## src/rtl/pisr_pkg.sv

```systemverilog
package pisr_pkg;

    typedef enum logic [1:0] {
        ACT_HOLD    = 2'd0,
        ACT_SHIFT   = 2'd1,
        ACT_FOLLOW  = 2'd2,
        ACT_CAPTHRU = 2'd3
    } act_t;

endpackage

```

## src/rtl/pisr_store.sv

```systemverilog
module pisr_store #(
    parameter int WIDTH = 8
) (
    input  logic             clk,
    input  logic             rst,
    input  logic             cap_stb,
    input  logic [WIDTH-1:0] par_in,
    output logic [WIDTH-1:0] store_q
);

    always_ff @(posedge clk) begin
        if (rst) begin
            store_q <= '0;
        end else if (cap_stb) begin
            store_q <= par_in;
        end
    end


    cap_takes_word_chk: assert property (@(posedge clk) disable iff (rst)
        cap_stb |=> store_q == $past(par_in));


    store_keeps_chk: assert property (@(posedge clk) disable iff (rst)
        !cap_stb |=> $stable(store_q));

endmodule

```

## src/rtl/pisr_ctrl.sv

```systemverilog
module pisr_ctrl
    import pisr_pkg::*;
(
    input  logic shift_mode,
    input  logic cap_stb,
    input  logic shift_stb,
    output act_t act
);

    logic [1:0] sel;

    assign sel = {shift_mode, shift_mode ? shift_stb : cap_stb};

    always_comb begin
        unique case (sel)
            2'b00:   act = ACT_FOLLOW;
            2'b01:   act = ACT_CAPTHRU;
            2'b10:   act = ACT_HOLD;
            default: act = ACT_SHIFT;
        endcase
    end

endmodule

```

## src/rtl/pisr_shifter.sv

```systemverilog
module pisr_shifter
    import pisr_pkg::*;
#(
    parameter int WIDTH = 8
) (
    input  logic             clk,
    input  logic             rst,
    input  act_t             act,
    input  logic [WIDTH-1:0] store_q,
    input  logic [WIDTH-1:0] par_in,
    input  logic             ser_in,
    output logic [WIDTH-1:0] sh_q
);

    logic [WIDTH-1:0] sh_d;

    for (genvar i = 0; i < WIDTH; i++) begin : g_stage
        logic upstream;
        if (i == 0) begin : g_first
            assign upstream = ser_in;
        end else begin : g_rest
            assign upstream = sh_q[i-1];
        end

        always_comb begin
            unique case (act)
                ACT_FOLLOW:  sh_d[i] = store_q[i];
                ACT_CAPTHRU: sh_d[i] = par_in[i];
                ACT_SHIFT:   sh_d[i] = upstream;
                default:     sh_d[i] = sh_q[i];
            endcase
        end
    end

    always_ff @(posedge clk) begin
        if (rst) begin
            sh_q <= '0;
        end else begin
            sh_q <= sh_d;
        end
    end


    follow_copies_store_chk: assert property (@(posedge clk) disable iff (rst)
        (act == ACT_FOLLOW) |=> sh_q == $past(store_q));


    shift_one_place_chk: assert property (@(posedge clk) disable iff (rst)
        (act == ACT_SHIFT) |=> sh_q == {$past(sh_q[WIDTH-2:0]), $past(ser_in)});


    hold_stable_chk: assert property (@(posedge clk) disable iff (rst)
        (act == ACT_HOLD) |=> $stable(sh_q));

endmodule

```

## src/rtl/pisr_latched.sv

```systemverilog
module pisr_latched
    import pisr_pkg::*;
#(
    parameter int WIDTH = 8
) (
    input  logic             clk,
    input  logic             rst,
    input  logic [WIDTH-1:0] par_in,
    input  logic             cap_stb,
    input  logic             shift_stb,
    input  logic             shift_mode,
    input  logic             ser_in,
    input  logic             drive_off,
    output logic             ser_data,
    output logic             ser_drv
);

    localparam int LAST = WIDTH - 1;

    act_t             act;
    logic [WIDTH-1:0] store_q;
    logic [WIDTH-1:0] sh_q;

    pisr_store #(.WIDTH(WIDTH)) store_i (
        .clk     (clk),
        .rst     (rst),
        .cap_stb (cap_stb),
        .par_in  (par_in),
        .store_q (store_q)
    );

    pisr_ctrl ctrl_i (
        .shift_mode (shift_mode),
        .cap_stb    (cap_stb),
        .shift_stb  (shift_stb),
        .act        (act)
    );

    pisr_shifter #(.WIDTH(WIDTH)) shifter_i (
        .clk     (clk),
        .rst     (rst),
        .act     (act),
        .store_q (store_q),
        .par_in  (par_in),
        .ser_in  (ser_in),
        .sh_q    (sh_q)
    );

    assign ser_data = sh_q[LAST];
    assign ser_drv  = shift_mode & ~drive_off;


    reset_clears_chk: assert property (@(posedge clk)
        rst |=> !ser_data);


    capthru_msb_chk: assert property (@(posedge clk) disable iff (rst)
        (!shift_mode && cap_stb) |=> ser_data == $past(par_in[LAST]));


    both_strobes_old_data_chk: assert property (@(posedge clk) disable iff (rst)
        (shift_mode && cap_stb && shift_stb) |=> ser_data == $past(sh_q[LAST-1]));


    drive_gated_chk: assert property (@(posedge clk)
        (drive_off || !shift_mode) |-> !ser_drv);

endmodule

```

## config.mk

```make
export PLATFORM = sky130hd
export DESIGN_NAME = pisr_latched
export DESIGN_NICKNAME = d
export VERILOG_FILES = /design/src/rtl/pisr_pkg.sv /design/src/rtl/pisr_store.sv /design/src/rtl/pisr_ctrl.sv /design/src/rtl/pisr_shifter.sv /design/src/rtl/pisr_latched.sv
export SDC_FILE = /design/constraint.sdc
export NUM_CORES = 1
export LEC_CHECK = 0
export BUFFER_PORTS_ARGS = -buffer_cell sky130_fd_sc_hd__buf_2
export CELL_PAD_IN_SITES_DETAIL_PLACEMENT = 0
export CELL_PAD_IN_SITES_GLOBAL_PLACEMENT = 1
export CORE_UTILIZATION = 39
export DETAILED_ROUTE_END_ITERATION = 10
export PLACE_DENSITY = 0.84
export SLEW_MARGIN = 20
export SYNTH_ARGS = -nofsm -noshare
export SYNTH_HDL_FRONTEND = slang
export SYNTH_SLANG_ARGS = --single-unit
```

## constraint.sdc

```tcl
create_clock -name clk -period 1.4 [get_ports clk]
set_clock_uncertainty 0.05 [all_clocks]
set_input_delay 0 -clock clk [delete_from_list [all_inputs] [get_ports clk]]
set_output_delay 0 -clock clk [all_outputs]
set_load 0.005 [all_outputs]
```

==> metrics.txt, run 1 <==
most frequent cells in the layout dlygate4sd3_1 (17), mux2i_1 (16), buf_2 (16), dfxtp_1 (16); CTS tree yes; hold crit path type in -> reg; max_cap viols 0; initial antenna violation count 0; first-pass GRT wire length 1959 um; design area 870.8 um^2; Num CTS Buffers 3; post-synth cell types 10; CP Data Required Time 1.52 ns; max-slew violations 0; largest family of logic cells by synthesized area multiplexers; Layout Nets 104; area leader, netlist dfxtp_1; Least-Margin Pin Slew 0.2791 ns; r2r setup slk 0.15 ns; Layout area overhead 41.18%; CP Max Fanout 2; Achievable Freq 0.7573 GHz; Adder-Cell Fraction of Synth Area 0%; routed len/inst 11.30 um; Placer Congestion 0.7037; antenna fix cells 0; Ports 17; simple-gate share of the synthesized area 7.911%; Tcrit/Tclk final 94.32%; status finished, final reports clean; largest delay contributor family on the critical path buffers and inverters; CP bufs+invs 3; Seq/Total Area, Yosys 51.93%; DRT antenna net count 0; remaining global-route overflow 0; slowest stage cell on the critical path dlygate4sd3_1; CP arrival 1.44 ns; CTS sink count 16; Post-CTS Hold Fix Bufs 17; postcts setup bufs 0; clk buf depth 2; First-pass DRT Iterations 2; worst-path cell chain dlygate4sd3_1 -> buf_2 -> mux2i_1 -> nor2_1 -> dlygate4sd3_1; Setup violations, final 0; Synthesized Nets 71; Syn. warnings 0; Core Area 1383 um^2; cts repair resizes 0; critical path endpoint category register; PortBufs 16; share of cells above drive strength 1 21.84%; xor and xnor fraction of the mapped netlist area 0%; Die H 41.77 um; DRC Markers 0; RSZ-0062 raised after global routing false; pwr/cell area 986.9 nW/um^2; WHS 0.1178 ns; Initial Utilization 44.62%; CP Class in -> reg; post-synthesis cell count 56; Largest stage delay, worst path 0.55 ns; Yosys reg bits 16; Total GRT Usage 14.97%; Sum Neg Setup Slack 0 ns; DR vias/cell 4.990; Post-Syn Area per Cell 11.02 um^2; CTS H-tree depth 1; initial drt markers 1; critical path startpoint category input pin; Synth Area in Compound Gates 8.114%; Leak 0.4161 nW; vias after detailed routing 509; Worst-path clk slew 0.09 ns; final hold violations 0; clk_lat worst skew 0.28 ns; most common cell after layout, fill and taps aside dlygate4sd3_1; Max-Slew Margin vs Limit 81.40%; CP dominant cell by count dlygate4sd3_1; dominant cells by area after synthesis dfxtp_1 (52%), mux2i_1 (26%), o22ai_1 (8.1%), nor2_1 (4.9%), buf_6 (3.7%); worst-case vdd ir drop 0.5095 mV; mux cell area share after synthesis 25.96%; total wire length 1153 um; maximum number of pins on one net before global-route repair 11; Post-Syn Area 616.8 um^2; die area 1745 um^2; minimum clock period 1.320 ns; Util after Layout 62.99%; Rows 13; vias in the first global route 482; post-synth top area share 51.93%; DP Area 678.2 um^2; Die Span X 41.77 um; clock root buffer clkbuf_4
==> area by class of cell <==
cell class	count	area, um^2
fillers	132	511.7
flip-flops and latches	16	320.3
multi-input cells	35	259.0
repair buffers	33	250.2
clock buffers	3	22.52
well taps	15	18.77
==> worst reg2reg max path: stages, from the launching register on <==
cell and delay (ns):
dfxtp_1 0.30, mux2i_1 0.19, nor2_1 0.06, dlygate4sd3_1 0.55
==> per-layer routing <==
layer / global-route usage (%) / vias to the layer above / share of wire (%)
met5: 0 / - / 0
met4: 9.677 / 0 / 2.3
met3: 5.217 / 3 / 5.0
met2: 24.06 / 16 / 45
met1: 16.58 / 231 / 48
li1: - / 259 / -
==> state kept, by name, summed over array words and instances (netlist names) <==
register,flops
shifter_i.sh_q,8
store_i.store_q,8
==> Yosys cell counts <==
library cell	instances
mux2i_1	16
nand2b_1	1
nor2b_1	1
clkbuf_2	2
o22ai_1	8
dfxtp_1	16
nor2_1	8
buf_6	2
buf_2	1
or2_1	1
==> report_power, final <==
group	leakage, nW	internal (mW)	switching, mW	total, mW
combinational	0.271	0.0805	0.0524	0.133
sequential	0.132	0.482	0.0105	0.493
clock	0.0138	0.0999	0.134	0.234
==> cell families after synthesis <==
kind of cell,after synthesis
buffers and inverters,5
and+or+nand+nor,11
AOI/OAI and AO/OA,8
DFF,16
muxes,16
==> metrics by stage <==
step	total power, mW	std cells	setup WS [ns]
final	0.8595	102	0.07950
after global routing	0.9109	102	0.02342
after global placement	0.5970	82	0.5822
after detailed placement	0.5993	82	0.5741
after CTS	0.8691	102	0.08886
after floorplan	0.5731	56	0.6956
==> final timing paths <==
path	start	endpoint	depth (start not counted)
max reg2reg	store_i.store_q[4]	store_i.store_q[4]	3
min reg2reg	shifter_i.sh_q[1]	shifter_i.sh_q[1]	2
min	shift_stb	shifter_i.sh_q[1]	3
max	par_in[5]	store_i.store_q[5]	5
(Power assumes the default switching activity.)
==> inputs of run 2 (changes only) <==
--- a/config.mk
+++ b/config.mk
@@ -5,12 +5,14 @@
 export SDC_FILE = /design/constraint.sdc
 export NUM_CORES = 1
 export LEC_CHECK = 0
+export ABC_AREA = 1
 export BUFFER_PORTS_ARGS = -buffer_cell sky130_fd_sc_hd__buf_2
 export CELL_PAD_IN_SITES_DETAIL_PLACEMENT = 0
 export CELL_PAD_IN_SITES_GLOBAL_PLACEMENT = 1
-export CORE_UTILIZATION = 39
+export CORE_ASPECT_RATIO = 1.25
+export CORE_UTILIZATION = 38
 export DETAILED_ROUTE_END_ITERATION = 10
-export PLACE_DENSITY = 0.84
+export PLACE_DENSITY = 0.87
 export SLEW_MARGIN = 20
 export SYNTH_ARGS = -nofsm -noshare
 export SYNTH_HDL_FRONTEND = slang
==> metrics.txt, run 2 <==
routed len/inst 11.01 um (-2.6%); Num CTS Buffers 3 (unchanged); Post-Syn Area 773.2 um^2 (+25%); CTS H-tree depth 1 (unchanged); post-synth top area share 41.42% (-11 points); hold crit path type in -> reg; CP arrival 1.36 ns (-0.08 ns); post-synth cell types 14 (+4); die area 2220 um^2 (+27%); first-pass GRT wire length 3167 um (+62%); DP Area 854.6 um^2 (+26%); clock root buffer clkbuf_4; CP Data Required Time 1.53 ns (about the same); vias in the first global route 766 (+59%); share of cells above drive strength 1 15.38% (-6.5 points); Leak 0.4836 nW (+16%); most used flip-flop cell after synthesis dfxtp_1; CTS sink count 16 (unchanged); max-slew violations 0 (unchanged); CP startpoint rst; Worst-path clk slew 0.09 ns (about the same); Tcrit/Tclk final 87.78% (-6.5 points); Yosys reg bits 16 (unchanged); Layout area overhead 26.38%; Max-Slew Margin vs Limit 75.47% (-5.9 points); vias after detailed routing 772 (+52%); area occupied by multi-input gates 362.8 um^2 (+40%); RSZ-0062 raised after global routing false; max_cap viols 0 (unchanged); most frequent cells in the layout nor2_1 (21), nand2_1 (21), inv_1 (17), buf_2 (16), dfxtp_1 (16); dominant cells by area after synthesis dfxtp_1 (41%), nand2_1 (10%), nor2_1 (10%), inv_1 (8.3%), nand3_1 (7.8%); CP Class in -> reg; Ports 17 (unchanged); remaining global-route overflow 0 (unchanged); clk buf depth 2 (unchanged); Synth async-reset ratio 0% (unchanged); area leader, netlist dfxtp_1; critical path startpoint category input pin; Die Span X 42.35 um (+1.4%); Rows 17 (+4); final hold violations 0 (unchanged); Total GRT Usage 18.93% (+4.0 points); initial drt markers 9 (+8); Least-Margin Pin Slew 0.3676 ns (+0.08854 ns); antenna fix cells 0 (unchanged); r2r startpoint store_i.store_q[5]; First-pass DRT Iterations 4 (+2); Post-synth top cells nand2_1 (21), nor2_1 (21), inv_1 (17), dfxtp_1 (16), nand3_1 (12); pwr/cell area 926.2 nW/um^2 (-6.2%); design area 977.2 um^2 (+12%); PortBufs 16 (unchanged); DR vias/cell 4.765 (-4.5%); Placer Congestion 0.7597 (+8.0%); Post-Syn Area per Cell 6.553 um^2 (-41%); hpwl dp 1208 um; DRT antenna net count 0 (unchanged); Sum Neg Setup Slack 0 ns (unchanged); status finished, final reports clean; Regs by FF count shifter_i.sh_q (8), store_i.store_q (8); initial antenna violation count 0 (unchanged); DRC Markers 0 (unchanged); cts repair resizes 0 (unchanged); critical path endpoint category register; Setup violations, final 0 (unchanged); Initial Utilization 42.27% (-2.3 points); worst-case vdd ir drop 0.4485 mV (-12%); Achievable Freq 0.8137 GHz (+7.5%); post-synthesis cell count 118 (+110%); Layout Nets 160 (+54%); Syn. warnings 0 (unchanged); Die H 52.44 um (+26%); Synthesized Nets 133 (+87%); Seq/Total Area, Yosys 41.42% (-11 points); layout filler cell count 198 (+50%); number of flops mapped to enable cells by yosys 0 (unchanged); clk_lat worst skew 0.28 ns (about the same); CP Max Fanout 10 (+8); minimum clock period 1.229 ns (-0.09159 ns); hold path start ser_in; total wire length 1783 um (+55%); Storage cell area 320.3 um^2 (unchanged); maximum number of pins on one net before global-route repair 16 (+5); Core Area 1829 um^2 (+32%); CTS tree yes
==> run 2: changes by cell type after synthesis, moves of 3 or more <==
cell,before,now
nand2_1,0,21
inv_1,0,17
mux2i_1,16,0
nor2_1,8,21
nand3_1,0,12
a21oi_1,0,9
o21ai_0,0,9
o22ai_1,8,0
nand4_1,0,3
nor3_1,0,3
==> run 2: logic make-up (layout without fill, tap and decap cells) <==
| group | count (synthesis) | count (layout) | share of synthesized area (%) |
|---|---|---|---|
| simple gates | 62 | 62 | 35.28 |
| buf+inv | 22 | 47 | 11.65 |
| compound gates | 18 | 18 | 11.65 |
| flops | 16 | 16 | 41.42 |
==> run 2: area by class of cell <==
cell class	instances	area share [%]
multi-input combinational	80	37.13
sequential	16	32.78
timing repair buffer	26	18.44
inverter	18	6.914
tap	19	2.433
clock buffer	3	2.305
==> run 2: stage by stage <==
| stage | std cells | hold slack [ns] | util [%] | power (mW) | worst slack, ns |
|---|---|---|---|---|---|
| after floorplan | 118 | -0.01890 | - | 0.5999 | 0.6333 |
| after global placement | 149 | 0.1649 | 46.72 | 0.6467 | 0.3378 |
| after detailed placement | 149 | 0.1670 | 46.72 | 0.6477 | 0.3073 |
| after CTS | 162 | 0.01686 | 53.42 | 0.9145 | 0.1982 |
| after global routing | 162 | 0.09001 | 53.42 | 0.9625 | 0.1457 |
| final | 162 | 0.02491 | 53.42 | 0.9050 | 0.1711 |
==> run 2: path summary, 6_finish.rpt <==
kind                             end  slack [ns]  cells after the start
setup / recovery  store_i.store_q[5]        0.17                      4
hold / removal     shifter_i.sh_q[0]        0.02                      5
setup reg to reg  store_i.store_q[5]        0.23                      3
hold reg to reg   store_i.store_q[2]        0.42                      2
==> run 2: what timing repair did <==
action                    4_1_cts  5_1_grt
setup buffers                   0        0
hold endpoints to repair       15        0
hold buffers                   10        0
==> run 2: critical path, stage by stage <==
cell	delay [ns]
dlygate4sd3_1	0.52
buf_2	0.22
a21oi_1	0.05
dlygate4sd3_1	0.56
==> run 2: power breakdown <==
part / switching (mW) / internal (mW) / leakage (nW) / total [mW]
Combinational: 0.0918 / 0.0699 / 0.337 / 0.162
Sequential: 0.0117 / 0.486 / 0.132 / 0.497
Clock: 0.146 / 0.0998 / 0.0138 / 0.246
Total: 0.250 / 0.655 / 0.484 / 0.905
==> run 2: routing by layer <==
metal  vias to the layer above  wire (um)  GRT usage [%]
met5                         -          0              0
met4                         0         18          11.98
met3                         2         55          2.069
met2                        15        798          32.82
met1                       327        910          22.03
li1                        428          -              -
==> inputs of run 3 (changes only) <==
--- a/config.mk
+++ b/config.mk
@@ -9,7 +9,7 @@
 export BUFFER_PORTS_ARGS = -buffer_cell sky130_fd_sc_hd__buf_2
 export CELL_PAD_IN_SITES_DETAIL_PLACEMENT = 0
 export CELL_PAD_IN_SITES_GLOBAL_PLACEMENT = 1
-export CORE_ASPECT_RATIO = 1.25
+export CORE_ASPECT_RATIO = 1.2
 export CORE_UTILIZATION = 38
 export DETAILED_ROUTE_END_ITERATION = 10
 export PLACE_DENSITY = 0.87
==> metrics.txt, run 3 (synthesized netlist as in run 2, its figures left out) <==
initial antenna violation count 0 (unchanged); Least-Margin Pin Slew 0.3697 ns (+0.002094 ns); Regs by FF count shifter_i.sh_q (8), store_i.store_q (8); total wire length 1717 um (-3.7%); Layout Nets 160 (unchanged); DRT antenna net count 0 (unchanged); Total GRT Usage 17.77% (-1.2 points); CP Max Fanout 10 (unchanged); critical path startpoint category input pin; initial drt markers 26 (+17); Rows 17 (unchanged); CTS H-tree depth 1 (unchanged); Die H 51.42 um (-1.9%); design area 977.2 um^2 (unchanged); vias in the first global route 711 (-7.2%); Setup violations, final 0 (unchanged); most frequent cells in the layout nor2_1 (21), nand2_1 (21), inv_1 (17), buf_2 (16), dfxtp_1 (16); Num CTS Buffers 3 (unchanged); hold crit path type in -> reg; CP Data Required Time 1.59 ns (+0.06 ns); worst-case vdd ir drop 0.5547 mV (+24%); routed len/inst 10.60 um (-3.7%); DRC Markers 0 (unchanged); Sum Neg Setup Slack 0 ns (unchanged); share of cells above drive strength 1 15.38% (unchanged); PortBufs 16 (unchanged); CTS sink count 16 (unchanged); vias after detailed routing 786 (+1.8%); antenna fix cells 0 (unchanged); clk_lat worst skew 0.29 ns (about the same); First-pass DRT Iterations 4 (unchanged); CP arrival 1.40 ns (+0.04 ns); CTS tree yes; RSZ-0062 raised after global routing false; remaining global-route overflow 0 (unchanged); status finished, final reports clean; cts repair resizes 0 (unchanged); minimum clock period 1.211 ns (-0.01744 ns); Layout area overhead 26.38% (unchanged); CP Class in -> reg; critical path endpoint category register; clk buf depth 2 (unchanged); Tcrit/Tclk final 86.53% (-1.2 points); Max-Slew Margin vs Limit 75.33% (-0.14 points); max-slew violations 0 (unchanged); Worst-path clk slew 0.10 ns (about the same); clock root buffer clkbuf_4; Post-CTS Hold Fix Bufs 10 (unchanged); pwr/cell area 921.8 nW/um^2 (-0.47%); Ports 17 (unchanged); postcts setup bufs 0 (unchanged); maximum number of pins on one net before global-route repair 16 (unchanged); Achievable Freq 0.8254 GHz (+1.4%); Core Area 1872 um^2 (+2.3%); max_cap viols 0 (unchanged); hpwl dp 1215 um (+0.63%); Placer Congestion 0.7743 (+1.9%); Die Span X 43.18 um (+2.0%); final hold violations 0 (unchanged); Leak 0.4836 nW (unchanged); first-pass GRT wire length 2967 um (-6.3%); Initial Utilization 41.31% (-0.96 points); DR vias/cell 4.852 (+1.8%); WHS 0.04141 ns (+0.01650 ns); layout filler cell count 208 (+5.1%); DP Area 854.6 um^2 (unchanged); die area 2220 um^2 (about the same)
-- run 3: worst paths after layout --
path                      startpoint                 end  slack (ns)  cells past startpoint
hold reg to reg   store_i.store_q[1]  store_i.store_q[1]        0.41                      2
setup / recovery                 rst  store_i.store_q[5]        0.19                      4
setup reg to reg  store_i.store_q[5]  store_i.store_q[5]        0.21                      3
hold / removal                ser_in   shifter_i.sh_q[0]        0.04                      5
-- run 3: stage by stage --
stage,std cells,power [mW],util (%),worst slack (ns)
floorplan,118,0.5999,-,0.6333
global placement,149,0.6461,45.66,0.2835
detailed placement,149,0.6476,45.66,0.2697
CTS,162,0.9099,52.21,0.2172
global route,162,0.9603,52.21,0.1526
finish,162,0.9008,52.21,0.1885
-- run 3: final cells by class --
cell class | count | area (um^2) | area share, %
multi-input combinational | 80 | 362.8 | 37.13
timing repair buffer | 26 | 180.2 | 18.44
clock buffer | 3 | 22.52 | 2.305
sequential | 16 | 320.3 | 32.78
inverter | 18 | 67.56 | 6.914
tap | 19 | 23.77 | 2.433
-- run 3: metal layers --
| layer | GRT usage (%) | part of all wire, % | wire length (um) | vias to the layer above |
|---|---|---|---|---|
| li1 | - | - | - | 426 |
| met1 | 21.89 | 48 | 830 | 342 |
| met2 | 29.10 | 47 | 803 | 14 |
| met3 | 4.240 | 2.9 | 50 | 4 |
| met4 | 7.576 | 1.9 | 33 | 0 |
| met5 | 0 | 0 | 0 | - |
-- run 3: where the power goes --
group	internal (mW)	switching (mW)
Combinational	0.0698	0.0898
Sequential	0.486	0.0117
Clock	0.0999	0.144
-- run 3: critical path, stage by stage --
cell,delay [ns]
dlygate4sd3_1,0.53
buf_2,0.18
a21oi_1,0.13
dlygate4sd3_1,0.55
